File: src/rtl/txcred_pkg.sv
package txcred_pkg;

  typedef enum logic {
    RET_ADD = 1'b0,
    RET_SET = 1'b1
  } ret_kind_e;

  typedef struct packed {
    logic ready;
    logic unlimited;
  } gate_mode_t;

endpackage

File: src/rtl/txcred_limit.sv
module txcred_limit
  import txcred_pkg::*;
#(
  parameter int CW = 8
) (
  input  logic          clk,
  input  logic          rst,
  input  logic          adv_valid,
  input  logic [CW-1:0] adv_credit,
  input  logic          ret_valid,
  input  ret_kind_e     ret_kind,
  input  logic [CW-1:0] ret_value,
  output logic [CW-1:0] limit_q,
  output gate_mode_t    mode_q
);

  logic          apply_ret;
  logic [CW-1:0] limit_d;

  assign apply_ret = ret_valid && mode_q.ready && !mode_q.unlimited && !adv_valid;

  always_comb begin
    limit_d = limit_q;
    if (adv_valid) begin
      limit_d = adv_credit;
    end else if (apply_ret) begin
      if (ret_kind == RET_SET) limit_d = ret_value;
      else                     limit_d = limit_q + ret_value;
    end
  end

  always_ff @(posedge clk) begin
    if (rst) begin
      limit_q <= '0;
      mode_q  <= '{ready: 1'b0, unlimited: 1'b0};
    end else begin
      limit_q <= limit_d;
      if (adv_valid) begin
        mode_q.ready     <= 1'b1;
        mode_q.unlimited <= (adv_credit == '0);
      end
    end
  end

  // advertisement loads limit and readiness
  a_r2_adv_loads: assert property (@(posedge clk) disable iff (rst)
    adv_valid |=> (limit_q == $past(adv_credit)) && mode_q.ready);

  // additive return
  a_r5_ret_add: assert property (@(posedge clk) disable iff (rst)
    (ret_valid && ret_kind == RET_ADD && mode_q.ready && !mode_q.unlimited && !adv_valid)
    |=> limit_q == CW'($past(limit_q) + $past(ret_value)));

  // absolute return
  a_r5_ret_set: assert property (@(posedge clk) disable iff (rst)
    (ret_valid && ret_kind == RET_SET && mode_q.ready && !mode_q.unlimited && !adv_valid)
    |=> limit_q == $past(ret_value));

  // unlimited mode ignores returns
  a_r6_unl_frozen: assert property (@(posedge clk) disable iff (rst)
    (mode_q.unlimited && !adv_valid) |=> $stable(limit_q) && mode_q.unlimited);

  // limit does not move before the first advertisement
  a_r1_idle_frozen: assert property (@(posedge clk) disable iff (rst)
    (!mode_q.ready && !adv_valid) |=> $stable(limit_q) && !mode_q.ready);

endmodule

File: src/rtl/txcred_spent.sv
module txcred_spent #(
  parameter int CW = 8
) (
  input  logic          clk,
  input  logic          rst,
  input  logic          adv_valid,
  input  logic          take,
  input  logic [CW-1:0] pkt_cost,
  output logic [CW-1:0] spent_q
);

  always_ff @(posedge clk) begin
    if (rst) begin
      spent_q <= '0;
    end else if (adv_valid) begin
      spent_q <= '0;
    end else if (take) begin
      spent_q <= spent_q + pkt_cost;
    end
  end

  // accepted send accumulates its cost
  a_r4_take_adds: assert property (@(posedge clk) disable iff (rst)
    (take && !adv_valid) |=> spent_q == CW'($past(spent_q) + $past(pkt_cost)));

  // no accepted send, no change
  a_r4_idle_holds: assert property (@(posedge clk) disable iff (rst)
    (!take && !adv_valid) |=> $stable(spent_q));

  // advertisement wins and clears the count
  a_r8_adv_clears: assert property (@(posedge clk) disable iff (rst)
    adv_valid |=> spent_q == '0);

endmodule

File: src/rtl/txcred_check.sv
module txcred_check
  import txcred_pkg::*;
#(
  parameter int CW = 8
) (
  input  logic          clk,
  input  logic          rst,
  input  logic [CW-1:0] limit_q,
  input  logic [CW-1:0] spent_q,
  input  logic [CW-1:0] pkt_cost,
  input  gate_mode_t    mode_q,
  output logic          permit
);

  localparam logic [CW-1:0] HALF = CW'(1) << (CW - 1);

  logic [CW-1:0] need;
  logic [CW-1:0] gap;
  logic          fits;

  assign need   = spent_q + pkt_cost;
  assign gap    = limit_q - need;
  assign fits   = (gap <= HALF);
  assign permit = mode_q.ready && (mode_q.unlimited || fits);

  // nothing is permitted before readiness
  a_r1_no_permit_unready: assert property (@(posedge clk) disable iff (rst)
    !mode_q.ready |-> !permit);

  // unlimited mode always permits
  a_r6_unl_permit: assert property (@(posedge clk) disable iff (rst)
    (mode_q.ready && mode_q.unlimited) |-> permit);

  // zero cost with equal counters is always allowed
  a_r3_zero_gap_ok: assert property (@(posedge clk) disable iff (rst)
    (mode_q.ready && pkt_cost == '0 && spent_q == limit_q) |-> permit);

endmodule

File: src/rtl/txcred_gate.sv
module txcred_gate
  import txcred_pkg::*;
#(
  parameter int CW = 8
) (
  input  logic          clk,
  input  logic          rst,
  input  logic          adv_valid,
  input  logic [CW-1:0] adv_credit,
  input  logic [CW-1:0] pkt_cost,
  input  logic          tx_fire,
  input  logic          ret_valid,
  input  logic          ret_kind,
  input  logic [CW-1:0] ret_value,
  output logic          tx_permit
);

  logic [CW-1:0] limit_q;
  logic [CW-1:0] spent_q;
  gate_mode_t    mode_q;
  logic          take;

  assign take = tx_fire && tx_permit;

  txcred_limit #(.CW(CW)) u_limit (
    .clk        (clk),
    .rst        (rst),
    .adv_valid  (adv_valid),
    .adv_credit (adv_credit),
    .ret_valid  (ret_valid),
    .ret_kind   (ret_kind_e'(ret_kind)),
    .ret_value  (ret_value),
    .limit_q    (limit_q),
    .mode_q     (mode_q)
  );

  txcred_spent #(.CW(CW)) u_spent (
    .clk       (clk),
    .rst       (rst),
    .adv_valid (adv_valid),
    .take      (take),
    .pkt_cost  (pkt_cost),
    .spent_q   (spent_q)
  );

  txcred_check #(.CW(CW)) u_check (
    .clk      (clk),
    .rst      (rst),
    .limit_q  (limit_q),
    .spent_q  (spent_q),
    .pkt_cost (pkt_cost),
    .mode_q   (mode_q),
    .permit   (tx_permit)
  );

  // first cycle out of reset grants nothing
  a_r1_reset_closed: assert property (@(posedge clk)
    $past(rst) |-> !tx_permit);

endmodule

File: config.mk
export PLATFORM = sky130hd
export DESIGN_NAME = txcred_gate
export DESIGN_NICKNAME = d
export VERILOG_FILES = /design/src/rtl/txcred_pkg.sv /design/src/rtl/txcred_limit.sv /design/src/rtl/txcred_spent.sv /design/src/rtl/txcred_check.sv /design/src/rtl/txcred_gate.sv
export SDC_FILE = /design/constraint.sdc
export NUM_CORES = 1
export LEC_CHECK = 0
export ABC_CLOCK_PERIOD_IN_PS = 3000
export BUFFER_PORTS_ARGS = -buffer_cell sky130_fd_sc_hd__buf_2
export CAP_MARGIN = 0
export CORE_AREA = 4 4 64 66
export CTS_CLUSTER_DIAMETER = 200
export DETAILED_ROUTE_END_ITERATION = 7
export DIE_AREA = 0 0 68 70
export GPL_ROUTABILITY_DRIVEN = 0
export PLACE_DENSITY = 0.75
export SLEW_MARGIN = 5
export SYNTH_ARGS = -nofsm -noshare
export SYNTH_HDL_FRONTEND = slang
export SYNTH_SLANG_ARGS = --single-unit
export TNS_END_PERCENT = 100
File: constraint.sdc
create_clock -name clk -period 3 [get_ports clk]
set_input_delay 0.15 -clock clk [delete_from_list [all_inputs] [get_ports clk]]
set_output_delay 0.15 -clock clk [all_outputs]
set_load 0.05 [all_outputs]
==> results of run 1 <==
[power groups by stage]
| stage | Clock, mW | Sequential (mW) | Combinational, mW |
|---|---|---|---|
| after floorplan | 0 | 0.261 | 0.201 |
| after global placement | 0 | 0.264 | 0.273 |
| after detailed placement | 0 | 0.264 | 0.276 |
| after CTS | 0.157 | 0.258 | 0.284 |
| after global routing | 0.168 | 0.260 | 0.325 |
| final | 0.149 | 0.258 | 0.291 |
[placed cells by master, fill, tap and decap left out, types with 4 or more instances in the layout]
cell       n
o21a_1     4
ha_1      19
nand2b_1   8
dfxtp_1   17
a21oi_1   19
o211ai_1   6
mux2i_1    9
nor2_1    19
a21o_1     4
buf_2     29
o21ai_1    4
inv_1     11
xor2_1     7
nand2_1   23
buf_4     15
[synth_stat cells (2+ instances only)]
cell type  number
xnor2_1         4
o22ai_1         2
o211ai_1        6
fa_1            3
nand3_1         3
nand2_1        23
o21ai_1         4
mux2i_1         9
dfxtp_1        18
or3_1           2
nor2_1         19
o311ai_1        2
ha_1           21
xor2_1          8
nor3b_1         2
a21oi_1        19
a21boi_1        3
a21o_1          4
nor4_1          2
nand2b_1        8
nor3_1          2
nor2b_1         3
o21a_1          4
inv_1          12
clkbuf_1        7
a211oi_1        3
[final timing paths]
kind                 startpoint                  to  slack, ns  cells after the start
max          u_spent.spent_q[0]           tx_permit      -0.26                     14
min               adv_credit[4]  u_limit.limit_q[4]       0.11                      3
max reg2reg  u_spent.spent_q[0]  u_spent.spent_q[5]      -0.24                     16
min reg2reg  u_spent.spent_q[6]  u_spent.spent_q[6]       0.47                      2
[critical path, cell delays in order (launching register included)]
cell and delay, ns:
dfxtp_2 0.36, ha_4 0.13, inv_2 0.03, fa_2 0.35, nor2b_1 0.12, o21ai_1 0.08, nand2_1 0.11, xnor2_2 0.14
ha_4 0.23, or2_4 0.23, o22a_1 0.23, a2111oi_4 0.37, a21oi_2 0.13, a21boi_4 0.14, buf_6 0.17
[logic make-up after synthesis]
logic type | after synthesis | share of synthesized area, %
simple gates | 68 | 18.1
buf+inv | 20 | 4.24
xor+xnor | 14 | 8.12
compound gates | 60 | 25.3
fa+ha+maj | 24 | 18.2
mux | 10 | 5.72
flops | 18 | 20.3
[state kept, by name (all words and copies together) (netlist names)]
signal and flops:
u_limit.mode_q 2, u_limit.limit_q 8, u_spent.spent_q 8
[cell type report]
class                   instances  area (um^2)  share of cell area, %
flip-flops and latches         18          362                   16.5
inverters                      13         48.8                   2.22
repair buffers                 46          289                   13.2
clock buffers                   4         36.3                   1.65
multi-input cells             176         1400                   63.8
well taps                      48         60.1                   2.74
[layer usage]
metal | up-vias | GRT usage (%) | part of all wire (%) | wire length [um]
met5 | - | 0 | 0 | 0
met4 | 0 | 2.65 | 0.51 | 19
met3 | 2 | 2.25 | 2.6 | 98
met2 | 14 | 26.8 | 50 | 1840
met1 | 743 | 22.8 | 47 | 1750
li1 | 855 | - | - | -
[repair_timing]
item / 4_1_cts / 5_1_grt
setup endpoints to repair: 9 / 9
resized for setup: 2 / 5
pin swaps: 1 / 10
setup buffers: 2 / 1
==> metrics.md, run 1 <==
| Metric | Value |
|---|---|
| Status | `complete, but fails checks` |
| Failing checks | `setup timing` |
| DRT antenna net count | `0` |
| Vias after detailed routing | `1614` |
| Number of global-route vias before repair | `1488` |
| Final Skew | `0.00179 ns` |
| CP startpoint kind | `flip-flop` |
| PnR worst setup slack | `-0.260 ns` |
| WS Path Type | `flip-flop to output port` |
| Final instance area | `2200 um^2` |
| TritonCTS Sinks | `18` |
| Via-to-Cell Ratio | `5.29` |
| Worst-Margin Slew | `0.520 ns` |
| Nets | `312` |
| Die ar. | `4760 um^2` |
| Grt ovf | `0` |
| Max-cap violations | `0` |
| Combinational Power Share | `41.6%` |
| Crit-path max FO | `2` |
| WL per Instance | `12.1 um` |
| Port bufs | `30` |
| DIE WIDTH | `68 um` |
| Clk slew on worst S/H paths | `0.11 ns` |
| GR Util All Layers | `16.4%` |
| Tcrit/Tclk final | `109%` |
| Final Non-Filler Cells | `305` |
| First-pass GRT wire length | `6240 um` |
| Pre-CTS setup slack | `-0.206 ns` |
| Root buf cell | `clkbuf_4` |
| Placed cell area | `2080 um^2` |
| DP HPWL | `3030 um` |
| Post-synth top area share | `20.3%` |
| WL final | `3700 um` |
| Synth top area cells | `dfxtp_1 20%, ha_1 15%, a21oi_1 5.4%` |
| Max clock buf depth | `2` |
| # IOs | `31` |
| Internal power | `466 uW` |
| Sequential area share after synthesis | `20.3%` |
| Static Leakage | `0.968 nW` |
| Crit path capture type | `output port` |
| Clock buffer count from CTS | `3` |
| Sw frac | `33.3%` |
| Antenna cell count | `0` |
| Iteration-0 DRC Markers | `71` |
| WHS | `0.114 ns` |
| WP data required | `2.85 ns` |
| Drt drc | `0` |
| Hold WC Path Type | `input pin to flip-flop` |
| Mapped Area | `1770 um^2` |
| Area leader, netlist | `dfxtp_1` |
| P_sw | `232 uW` |
| Util after Layout | `61.4%` |
| Flop pwr share | `37.0%` |
| Max-slew violations | `0` |
| Final Hold Viols | `0` |
| Final setup fails | `9` |
| Max_slew headroom | `65.3%` |
| Async SR Flop Fraction | `0%` |
| Initial Util | `49.5%` |
| TritonRoute pass-1 iters | `4` |
| Htree depth | `1` |
| Die Ht | `70 um` |
| Clk pwr share | `21.4%` |
| Core area | `3580 um^2` |
| VDD IR max | `173 uV` |
| Layout area overhead | `23.9%` |
| Worst EP arrival | `3.11 ns` |
| Net Count, Synth | `268` |
| Avg Cell Area, Syn | `8.28 um^2` |
| Max frequency | `0.307 GHz` |
| Synthesized flop and latch total | `18` |
| Cells after Synth | `214` |
| Placed instance count | `298` |
| Pwr Density | `318 nW/um^2` |
| Total Power | `698 uW` |
| CTS tree | `built` |
| RSZ-0062 raised after global routing | `true` |
| Row cnt | `22` |
| Setup TNS | `-2.01 ns` |
| Fraction of layout cells with a size suffix above 1 | `26.5%` |
| Top_reg_cell synth | `dfxtp_1` |
| Fillers | `341` |
| Min Tclk post-route | `3.26 ns` |
| Post-synth EDFFs | `0` |
| CTS Hold Buffers Added | `0` |
| Skew-Pair Late Insertion Delay | `0.29 ns` |
| Largest net degree at the start of global routing | `18` |
| Initial antenna violation count | `0` |
| Ys Warns | `0` |
| Synth unique cells | `47` |
Power figures use the tool's default switching activity.
==> inputs of run 2 (changes only) <==
Settings changed: ABC_CLOCK_PERIOD_IN_PS 3000 to 3900, CORE_AREA 4 4 64 66 to 4 4 60 62, DIE_AREA 0 0 68 70 to 0 0 64 66, PLACE_DENSITY 0.75 to 0.82.
Clock period 3 ns to 3.9 ns, I/O delays scaled along.
==> run 2 against run 1 <==
Against the previous run: the run now ends clean; global-route usage rose by 1.3 points; critical path type unchanged; combinational power decreased by 34%; die area shrank 11%; flip-flop and latch count unchanged; largest cell class unchanged.
==> metrics.md, run 2 (synthesized netlist as in run 1, its figures left out) <==
| Metric | Value |
|---|---|
| Status | `completed` |
| Root buf cell | `clkbuf_4` |
| Fillers | `282 (-17%)` |
| Hold WC Path Type | `input pin to flip-flop` |
| Pwr Density | `254 nW/um^2 (-20%)` |
| WL per Instance | `12.3 um (+1.4%)` |
| TritonCTS Sinks | `18 (unchanged)` |
| Max-slew violations | `0 (unchanged)` |
| TritonRoute pass-1 iters | `4 (unchanged)` |
| Clk slew on worst S/H paths | `0.10 ns (about the same)` |
| WP data required | `3.70 ns (+0.85 ns)` |
| Most frequent cells in the layout | `30 x buf_2, 23 x nand2_1, 21 x ha_1` |
| DP HPWL | `2890 um (-4.6%)` |
| Number of global-route vias before repair | `1444 (-3.0%)` |
| Antenna cell count | `0 (unchanged)` |
| Worst EP arrival | `3.50 ns (+0.39 ns)` |
| Grt ovf | `0 (unchanged)` |
| WHS | `0.153 ns (+0.0392 ns)` |
| Fraction of layout cells with a size suffix above 1 | `17.8% (-8.6 points)` |
| Skew-Pair Late Insertion Delay | `0.29 ns (about the same)` |
| Layout area overhead | `12.1%` |
| Clock buffer count from CTS | `3 (unchanged)` |
| Setup TNS | `0 ns (+2.01 ns)` |
| Htree depth | `1 (unchanged)` |
| Initial Util | `58.5% (+9.0 points)` |
| Port bufs | `30 (unchanged)` |
| Via-to-Cell Ratio | `5.49 (+3.7%)` |
| Max frequency | `0.271 GHz` |
| Final Hold Viols | `0 (unchanged)` |
| Min Tclk post-route | `3.70 ns` |
| Vias after detailed routing | `1564 (-3.1%)` |
| Initial antenna violation count | `0 (unchanged)` |
| CTS Hold Buffers Added | `0 (unchanged)` |
| Row cnt | `20 (-9.1%)` |
| Top flop regs | `u_limit.limit_q (8), u_spent.spent_q (8), u_limit.mode_q (2)` |
| DRT antenna net count | `0 (unchanged)` |
| WS Path Type | `flip-flop to output port` |
| Max clock buf depth | `2 (unchanged)` |
| Tcrit/Tclk final | `94.8%` |
| Max_slew headroom | `24.2% (-41 points)` |
| Iteration-0 DRC Markers | `93 (+31%)` |
| Crit-path max FO | `3 (+1)` |
| Drt drc | `0 (unchanged)` |
| Die ar. | `4220 um^2 (-11%)` |
| Core area | `3030 um^2 (-15%)` |
| First-pass GRT wire length | `6030 um (-3.4%)` |
| Leading cell type in the layout, fill and taps excluded | `buf_2` |
| GR Util All Layers | `17.6% (+1.3 points)` |
| CTS tree | `built` |
| Static Leakage | `0.871 nW (-10%)` |
| Final Skew | `0.00334 ns (+0.00156 ns)` |
| Nets | `296 (-5.1%)` |
| RSZ-0062 raised after global routing | `false` |
| Largest net degree at the start of global routing | `18 (unchanged)` |
| Crit path capture type | `output port` |
| Die Ht | `66 um (-5.7%)` |
| CP startpoint kind | `flip-flop` |
| Cts repair resizes | `0 (-2)` |
| Max-cap violations | `0 (unchanged)` |
| Total Power | `505 uW (-28%)` |
| Final setup fails | `0 (-9)` |
| VDD IR max | `266 uV (+54%)` |
| # IOs | `31 (unchanged)` |
| Worst-Margin Slew | `1.13 ns (+0.612 ns)` |
| Post CTS Setup Buffer Count | `0 (-2)` |
| DIE WIDTH | `64 um (-5.9%)` |
| WL final | `3510 um (-5.2%)` |
run 2: power by group:
part           total [mW]  internal, mW  switching [mW]
clock               0.114        0.0569          0.0567
sequential          0.198         0.192         0.00632
combinational       0.193        0.0864           0.107
total               0.505         0.335           0.170
run 2: area by class of cell:
cell class | count | area, um^2 | share of cell area, %
inverters | 13 | 48.8 | 2.46
multi-input cells | 176 | 1340 | 67.3
clock buffers | 4 | 36.3 | 1.83
well taps | 44 | 55.1 | 2.77
flip-flops and latches | 18 | 360 | 18.1
repair buffers | 30 | 150 | 7.56
run 2: metrics by stage:
step,utilization [%],area (um^2),cells,worst slack (ns)
after floorplan,-,1770,214,0.319
after global placement,64.4,1950,281,0.555
after detailed placement,64.4,1950,281,0.463
after CTS,65.6,1990,285,0.190
after global routing,65.6,1990,285,0.00768
final,65.6,1990,285,0.204
run 2: path summary, 6_finish.rpt:
check             slack, ns                from  cells after the start                  to
hold reg to reg        0.47  u_spent.spent_q[3]                      2  u_spent.spent_q[3]
setup / recovery       0.20  u_spent.spent_q[0]                     14           tx_permit
hold / removal         0.15       adv_credit[5]                      3  u_limit.limit_q[5]
setup reg to reg       0.45  u_spent.spent_q[0]                     14  u_spent.spent_q[2]
run 2: layer usage:
layer	share of wire (%)	global-route usage, %	up-vias
li1	-	-	823
met1	47	22.7	716
met2	48	30.8	23
met3	3.7	3.74	2
met4	0.34	2.43	0
met5	0	0	-
run 2: worst max-delay path, cell delays in order, from the launching register on:
cell and delay, ns:
dfxtp_1 0.35, ha_1 0.20, inv_1 0.07, fa_1 0.39, nor2b_1 0.13, o21ai_1 0.08
nand2_1 0.09, xnor2_1 0.13, ha_1 0.29, or2_2 0.32, o22a_1 0.23, a2111oi_4 0.38
a21oi_2 0.13, a21boi_1 0.14, buf_2 0.27
